File: src/rtl/pal_ptr_pkg.sv
package pal_ptr_pkg;
  typedef enum logic [1:0] {
    RS_PTR  = 2'd0,
    RS_PAL  = 2'd1,
    RS_CTLA = 2'd2,
    RS_CTLB = 2'd3
  } regsel_e;

  localparam int NCOL = 3;
  localparam int PH_W = $clog2(NCOL);
endpackage

File: src/rtl/pal_strobe_edge.sv
module pal_strobe_edge #(
  parameter int N = 2
) (
  input  logic         clk,
  input  logic         rst_n,
  input  logic [N-1:0] lvl,
  output logic [N-1:0] rise
);
  logic [N-1:0] prev_q;

  for (genvar i = 0; i < N; i++) begin : g_edge
    always_ff @(posedge clk or negedge rst_n) begin
      if (!rst_n) prev_q[i] <= 1'b0;
      else        prev_q[i] <= lvl[i];
    end
    assign rise[i] = lvl[i] & ~prev_q[i];
  end
endmodule

File: src/rtl/pal_byte_seq.sv
module pal_byte_seq (
  input  logic clk,
  input  logic rst_n,
  input  logic ev_wr,
  input  logic ev_rd,
  input  logic is_ptr,
  output logic hi_sel
);
  logic hi_next_q;
  logic last_wr_q;

  // the high half is reached only as the second access of the same direction
  assign hi_sel = hi_next_q & (last_wr_q == ev_wr);

  always_ff @(posedge clk or negedge rst_n) begin
    if (!rst_n) begin
      hi_next_q <= 1'b0;
      last_wr_q <= 1'b0;
    end else if (ev_wr || ev_rd) begin
      if (is_ptr) begin
        hi_next_q <= ~hi_sel;
        last_wr_q <= ev_wr;
      end else begin
        hi_next_q <= 1'b0;
      end
    end
  end
endmodule

File: src/rtl/pal_rgb_step.sv
module pal_rgb_step #(
  parameter int NCOL = 3,
  localparam int PH_W = $clog2(NCOL)
) (
  input  logic            clk,
  input  logic            rst_n,
  input  logic            adv,
  input  logic            clr,
  output logic [PH_W-1:0] phase,
  output logic            wrap
);
  localparam logic [PH_W-1:0] LAST = PH_W'(NCOL - 1);
  logic [PH_W-1:0] ph_q;

  assign wrap  = adv && (ph_q == LAST);
  assign phase = ph_q;

  always_ff @(posedge clk or negedge rst_n) begin
    if (!rst_n)     ph_q <= '0;
    else if (clr)   ph_q <= '0;
    else if (wrap)  ph_q <= '0;
    else if (adv)   ph_q <= ph_q + PH_W'(1);
  end
endmodule

File: src/rtl/pal_ptr_ctrl.sv
module pal_ptr_ctrl
  import pal_ptr_pkg::*;
#(
  parameter int PTR_W  = 11,
  parameter int DATA_W = 10,
  parameter int LO_W   = 8
) (
  input  logic              clk,
  input  logic              rst_n,
  input  logic              cs,
  input  logic              rd_stb,
  input  logic              wr_stb,
  input  logic [1:0]        rsel,
  input  logic [DATA_W-1:0] wdata,
  output logic [DATA_W-1:0] rdata,
  output logic [PTR_W-1:0]  ptr,
  output logic [1:0]        phase
);
  localparam int HI_W = PTR_W - LO_W;

  logic [1:0]        rise;
  logic              ev_wr, ev_rd, is_ptr, is_pal, hi_sel, step;
  logic [PH_W-1:0]   ph;
  logic [PTR_W-1:0]  ptr_q;
  logic [DATA_W-1:0] rdata_q;

  pal_strobe_edge #(.N(2)) u_edge (
    .clk(clk), .rst_n(rst_n),
    .lvl({cs & wr_stb, cs & rd_stb}),
    .rise(rise)
  );

  // write wins when both strobes rise together
  assign ev_wr  = rise[1];
  assign ev_rd  = rise[0] & ~rise[1];
  assign is_ptr = (rsel == RS_PTR);
  assign is_pal = (rsel == RS_PAL);

  pal_byte_seq u_seq (
    .clk(clk), .rst_n(rst_n),
    .ev_wr(ev_wr), .ev_rd(ev_rd), .is_ptr(is_ptr),
    .hi_sel(hi_sel)
  );

  pal_rgb_step #(.NCOL(NCOL)) u_rgb (
    .clk(clk), .rst_n(rst_n),
    .adv((ev_wr | ev_rd) & is_pal),
    .clr(ev_wr & is_ptr),
    .phase(ph),
    .wrap(step)
  );

  always_ff @(posedge clk or negedge rst_n) begin
    if (!rst_n) begin
      ptr_q <= '0;
    end else if (ev_wr && is_ptr) begin
      if (hi_sel) ptr_q[PTR_W-1:LO_W] <= wdata[HI_W-1:0];
      else        ptr_q[LO_W-1:0]     <= wdata[LO_W-1:0];
    end else if (step) begin
      ptr_q <= ptr_q + PTR_W'(1);
    end
  end

  always_ff @(posedge clk or negedge rst_n) begin
    if (!rst_n) begin
      rdata_q <= '0;
    end else if (ev_rd) begin
      if (!is_ptr)     rdata_q <= '0;
      else if (hi_sel) rdata_q <= DATA_W'(ptr_q[PTR_W-1:LO_W]);
      else             rdata_q <= DATA_W'(ptr_q[LO_W-1:0]);
    end
  end

  assign ptr   = ptr_q;
  assign rdata = rdata_q;
  assign phase = 2'(ph);
endmodule

File: config.mk
export PLATFORM = sky130hd
export DESIGN_NAME = pal_ptr_ctrl
export DESIGN_NICKNAME = d
export VERILOG_FILES = /design/src/rtl/pal_ptr_pkg.sv /design/src/rtl/pal_strobe_edge.sv /design/src/rtl/pal_byte_seq.sv /design/src/rtl/pal_rgb_step.sv /design/src/rtl/pal_ptr_ctrl.sv
export SDC_FILE = /design/constraint.sdc
export NUM_CORES = 1
export LEC_CHECK = 0
export ABC_CLOCK_PERIOD_IN_PS = 3450
export BUFFER_PORTS_ARGS = -buffer_cell sky130_fd_sc_hd__clkbuf_2
export CAP_MARGIN = 5
export CORE_MARGIN = 2
export CORE_UTILIZATION = 45
export CTS_CLUSTER_DIAMETER = 120
export DETAILED_ROUTE_END_ITERATION = 7
export GPL_TIMING_DRIVEN = 1
export PLACE_DENSITY_LB_ADDON = 0.08
export SLEW_MARGIN = 20
export SYNTH_ARGS = -nofsm -noshare
export SYNTH_HDL_FRONTEND = slang
export SYNTH_SLANG_ARGS = --single-unit
File: constraint.sdc
create_clock -name clk -period 3.45 [get_ports clk]
set_input_delay 0.69 -clock clk [delete_from_list [all_inputs] [get_ports clk]]
set_output_delay 0.69 -clock clk [all_outputs]
set_load 0.005 [all_outputs]
==> After elaboration in Yosys (flattened, before gate mapping) <==
Index checks and enable logic that the tools add are counted.
W data, S select, Z words.
{ "word_totals": {"input_bits": 17, "reg_bits": 27, "out_inout_bits": 23} }
{ "op_classes": {"n_eq_ne": 5, "reduce_logical": 9, "n_mux": 10, "addsub": 2, "bitwise_logic": 13} }
{ "op_table": {"columns": ["op", "count"], "rows": [
  ["$mux W8", 3],
  ["$mux W11", 2],
  ["$add A11 B1 Y11 const B", 1],
  ["$and A1 B1 Y1", 8],
  ["$mux W2", 3],
  ["$reduce_and A2 Y1", 3],
  ["$not A1 Y1", 4],
  ["$mux W3", 1],
  ["$reduce_bool A3 Y1", 1],
  ["$add A2 B1 Y2 const B", 1],
  ["$eq A2 B1 Y1 const B", 1],
  ["$eq A2 B2 Y1 const B", 1],
  ["$logic_and A1 B1 Y1", 2],
  ["$logic_not A2 Y1", 1],
  ["$ne A2 B1 Y1 const B", 1],
  ["$ne A2 B2 Y1 const B", 1],
  ["$reduce_bool A2 Y1", 1],
  ["$eq A1 B1 Y1", 1],
  ["$logic_or A1 B1 Y1", 1],
  ["$mux W1", 1],
  ["$or A1 B1 Y1", 1]
]} }

==> Logic depth before layout (Yosys ltp) <==
{ "logic_depth": {"word_depth": 9, "ltp_mapped": 7, "ltp_nobuf": 5} }

==> Cells and area by module <==
A second synthesis with hierarchy kept.
{ "hier_totals": {"cells_unflattened": 137, "area_unflattened_um2": 1403.8} }
{ "by_module_without_submodules": {"columns": ["module", "cells_per_inst", "instances", "seq_area_each_um2", "area_each_um2"], "rows": [
  ["pal_ptr_ctrl", 113, 1, 475.5, 1113.6],
  ["pal_byte_seq", 11, 1, 50.0, 115.1],
  ["pal_rgb_step", 9, 1, 50.0, 97.6],
  ["pal_strobe_edge", 4, 1, 50.0, 77.6]
]} }

==> Worst setup path after synthesis <==
OpenSTA, ideal clock, no wires.
{ "synth_path": {"path_kind": "input port to flip-flop", "start": "in cs", "end": "reg rdata_q[6] (netlist: rdata[6])", "cell_stages": 7, "path_buffers": 2, "arrival_ps": 1840, "setup_time_ps": 64, "setup_slack_ps": 1546, "required_ps": 3386, "cell_sequence": "buf_6 -> and2_4 -> or3b_1 -> buf_6 -> nand2b_4 -> a21oi_4 -> a22o_2"} }
{ "synth_between": {"elab_cells_between_ends": 10} }
{ "synth_rtl": {"columns": ["item", "line", "text"], "rows": [
  ["start, declared", "pal_ptr_ctrl.sv:10", "input logic cs,"],
  ["$and A1 B1 Y1", "pal_ptr_ctrl.sv:29", ".lvl({cs & wr_stb, cs & rd_stb}),"],
  ["net u_edge.lvl[0]", "pal_strobe_edge.sv:6", "input logic [N-1:0] lvl,"],
  ["$and A1 B1 Y1", "pal_strobe_edge.sv:16", "assign rise[i] = lvl[i] & ~prev_q[i];"],
  ["$and A1 B1 Y1", "pal_ptr_ctrl.sv:35", "assign ev_rd = rise[0] & ~rise[1];"],
  ["end signal, assigned", "pal_ptr_ctrl.sv:69", "else if (hi_sel) rdata_q <= DATA_W'(ptr_q[PTR_W-1:LO_W]);"],
  ["end signal, assigned", "pal_ptr_ctrl.sv:70", "else rdata_q <= DATA_W'(ptr_q[LO_W-1:0]);"],
  ["end, declared", "pal_ptr_ctrl.sv:25", "logic [DATA_W-1:0] rdata_q;"]
]} }
The timed path passes the listed nets, and every way through them passes these cells.
A chain may end at the register's enable or synchronous reset.

==> Worst setup path in the final report <==
{ "layout_path": {"start": "in rsel[1]", "end": "reg ptr_q[1] (netlist: ptr[1])"} }
{ "layout_between": {"elab_chain_cells": 5, "elab_cells_between_ends": 9} }
{ "layout_lines": {"columns": ["item", "line", "text"], "rows": [
  ["start, declared", "pal_ptr_ctrl.sv:13", "input logic [1:0] rsel,"],
  ["$eq A2 B1 Y1", "pal_ptr_ctrl.sv:37", "assign is_pal = (rsel == RS_PAL);"],
  ["$and A1 B1 Y1", "pal_ptr_ctrl.sv:47", ".adv((ev_wr | ev_rd) & is_pal),"],
  ["$logic_and A1 B1 Y1", "pal_rgb_step.sv:15", "assign wrap = adv && (ph_q == LAST);"],
  ["$reduce_bool A2 Y1 (no source line)", null, null],
  ["$reduce_and A2 Y1 (no source line)", null, null],
  ["end signal, assigned by index", "pal_ptr_ctrl.sv:57", "if (hi_sel) ptr_q[PTR_W-1:LO_W] <= wdata[HI_W-1:0];"],
  ["end signal, assigned by index", "pal_ptr_ctrl.sv:58", "else ptr_q[LO_W-1:0] <= wdata[LO_W-1:0];"],
  ["end signal, assigned", "pal_ptr_ctrl.sv:60", "ptr_q <= ptr_q + PTR_W'(1);"],
  ["end, declared", "pal_ptr_ctrl.sv:24", "logic [PTR_W-1:0] ptr_q;"]
]} }
Parallel ways exist; a longest one is shown, timed or not.

==> results.md <==
* Status: completed
* CP startpoint kind: input port
* Fraction of layout cells with a size suffix above 1 at 0.304
* Internal at 0.000503 W
* Crit path required time at 3660 ps
* Seq/Total Area, Yosys at 0.458
* CP cell instances: clkbuf_2, nor2_1, nand3_1, nor2_1, nor3b_1, a221o_1
* WL/cell at 15.2 µm
* DRT antenna net count at 0
* Yosys cell types at 50
* Cts repair resizes at 0
* Worst endpoint data arrival time at 2210 ps
* Core area at 0.00283 mm²
* CP peak stage delay at 420 ps
* Insertion delay to the later sink of the worst-skew pair at 320 ps
* Number of synthesized register bits at 25
* Min-delay worst type: input port to async pin
* Clock Power Share at 0.169
* Buffers on Ports at 35
* CTS Sinks at 25
* Sw Pwr at 0.000277 W
* Initial antenna violation count at 0
* Post-Route Setup TNS at 0 ps
* N_diodes at 0
* Tmin final at 2000 ps
* # DRC at 0
* IO Count at 40
* TritonRoute pass-1 iters at 4
* CP Depth at 6
* Buf/Inv on CP at 1
* Initial Util at 0.483
* Gp weighted congestion at 0.775
* Number of vias per cell at 5.85
* Synth Cell Area at 0.00137 mm²
* Skew final at 13.6 ps
* Ys Warns at 0
* EDFF count, synth at 0
* Commonest non-fill, non-tap cell in the layout: clkbuf_2
* WS Path Type: input port to flip-flop
* CP most frequent cell: nor2_1
* Global route overflow at 0
* Max transition margin at 0.593
* Total die area at 0.00349 mm²
* Clock transition at path regs at 150 ps
* Post-DP HPWL at 2.27 mm
* Nets at 190
* Worst-case clock buffer depth at 2
* Synth area leaders: dfrtp_1 (46%), nand2_1 (4.4%), a22o_2 (3.7%)
* Htree depth at 1
* Sw frac at 0.355
* Worst vdd ir at 241 µV
* RSZ-0062 raised after global routing: no
* Share of the synthesized area in the top cell type at 0.458
* Seq pwr share at 0.563
* Largest net degree at the start of global routing at 26
* Worst Tran Pin Value at 611 ps
* Aggregate global-route resource usage at 0.199
* Max Freq at 499 MHz
* DRT Wirelength at 3.07 mm
* Num CTS Buffers at 3
* Die height at 59.1 µm
* CP max FO at 6
* Static leakage at 0.768 nW
* Critical Path Slowest Stage Cell: nor2_1
* Final-report hold violation count at 0
* Row count at 19
* Final core utilization at 0.550
* # Max-Cap Violations at 0
* Setup-failing EPs final at 0
* Tcrit/Tclk final at 0.580
* Via Count at 1181
* Post-Synthesis Cells at 139
* Asr flop ratio synth at 1.00
* Top delay family on crit path: simple AND/OR/NAND/NOR gates
* Combinational share of power at 0.268
* CTS tree: built
* Layout area overhead at 13.9%
* Most frequent cells in the layout: clkbuf_2 (35), dfrtp_1 (25), nand2_1 (16)
* Count of pins over their slew limit at 0
* Top_reg_cell synth: dfrtp_1
* Syn_area_per_cell at 9.83 µm²
* Vias in the first global route at 1118
* # hold bufs at CTS at 0
* Synth area leader: dfrtp_1
* Global-route wire length before repair at 5.31 mm
* Die outline width at 59.1 µm
* Cells on worst reg2reg path at 5
* Post-CTS Setup Bufs at 0
* Root Driver: clkbuf_4
* Iter 0 DRT Violations at 37
* Crit. End Element: flip-flop
* PwrDens at 501 mW/mm²
flip-flops by register name (all words and copies together) (netlist names):
name             count
ptr                 11
u_seq.last_wr_q      1
u_seq.hi_next_q      1
u_rgb.phase          2
u_edge.prev_q        2
rdata                8
cells in the mapped netlist, drive strengths merged, types with 2 or more instances:
cell	n
nand4	2
buf	6
o32ai	3
a22o	5
dfrtp	25
nand2	16
and2	3
nand3	4
nor3	5
a21oi	6
a211oi	2
o2111ai	2
inv	3
o21ai	8
clkbuf	2
a221oi	2
and3	5
mux2i	3
nor2	12
o211ai	2
through the flow:
step	instance area, µm²	hold slack (ps)	setup slack, ps	power [W]	instances
after global placement	1530	464	1150	0.000646	198
final	1560	349	1450	0.000779	202
after floorplan	1370	394	1550	0.000552	140
after detailed placement	1530	473	1150	0.000654	198
after CTS	1560	375	1470	0.000783	202
after global routing	1560	405	1320	0.000836	202
power by group through the flow:
stage	registers (W)	logic [W]	clock network, W
final	0.000439	0.000209	0.000132
after global placement	0.000440	0.000206	0
after CTS	0.000438	0.000211	0.000134
after detailed placement	0.000444	0.000210	0
after global routing	0.000453	0.000237	0.000146
after floorplan	0.000419	0.000133	0
per-layer routing:
metal | GRT usage | vias to the layer above | share of wire
met5 | 0 | - | 0
met4 | 0.0390 | 0 | 0.0081
met3 | 0.0262 | 4 | 0.038
met2 | 0.322 | 35 | 0.48
met1 | 0.286 | 564 | 0.47
li1 | - | 578 | -
cell families (layout without fill, tap and decap cells):
logic type                 count (synthesis)  after routing  share of synthesized area
and+or+nand+nor                           56             56                      0.217
AOI/OAI and AO/OA                         40             40                      0.230
DFF                                       25             25                      0.458
buffers and inverters                     11             42                     0.0485
muxes                                      3              3                     0.0220
xor gates and xnor gates                   2              2                     0.0128
adders and majority gates                  1              1                    0.00916
other                                      1              2                    0.00274
final cells by class:
class / count / area [µm²]
clock buffers: 3 / 22.5
flip-flops and latches: 25 / 626
clock inverters: 1 / 5.00
inverters: 3 / 11.3
repair buffers: 35 / 175
well taps: 31 / 38.8
multi-input cells: 104 / 678
fillers: 266 / 1270
final timing paths:
path                                startpoint              end  slack [ps]
worst max-delay path                   rsel[1]           ptr[1]        1450
worst min register to register        rdata[1]         rdata[1]         490
worst max register to register  u_rgb.phase[0]           ptr[5]        1530
worst min-delay path                     rst_n  u_seq.last_wr_q         350
min in group clk                      rdata[1]         rdata[1]         490
max in group asynchronous                rst_n  u_seq.hi_next_q        2700
worst reg2reg max path, stage by stage, from the launching register on:
cell	delay (ps)
dfrtp_1	440
and4bb_2	340
o211a_1	430
and3_1	270
xnor2_1	70
a221oi_1	300
Note: power is estimated with default switching activity, not from simulation.
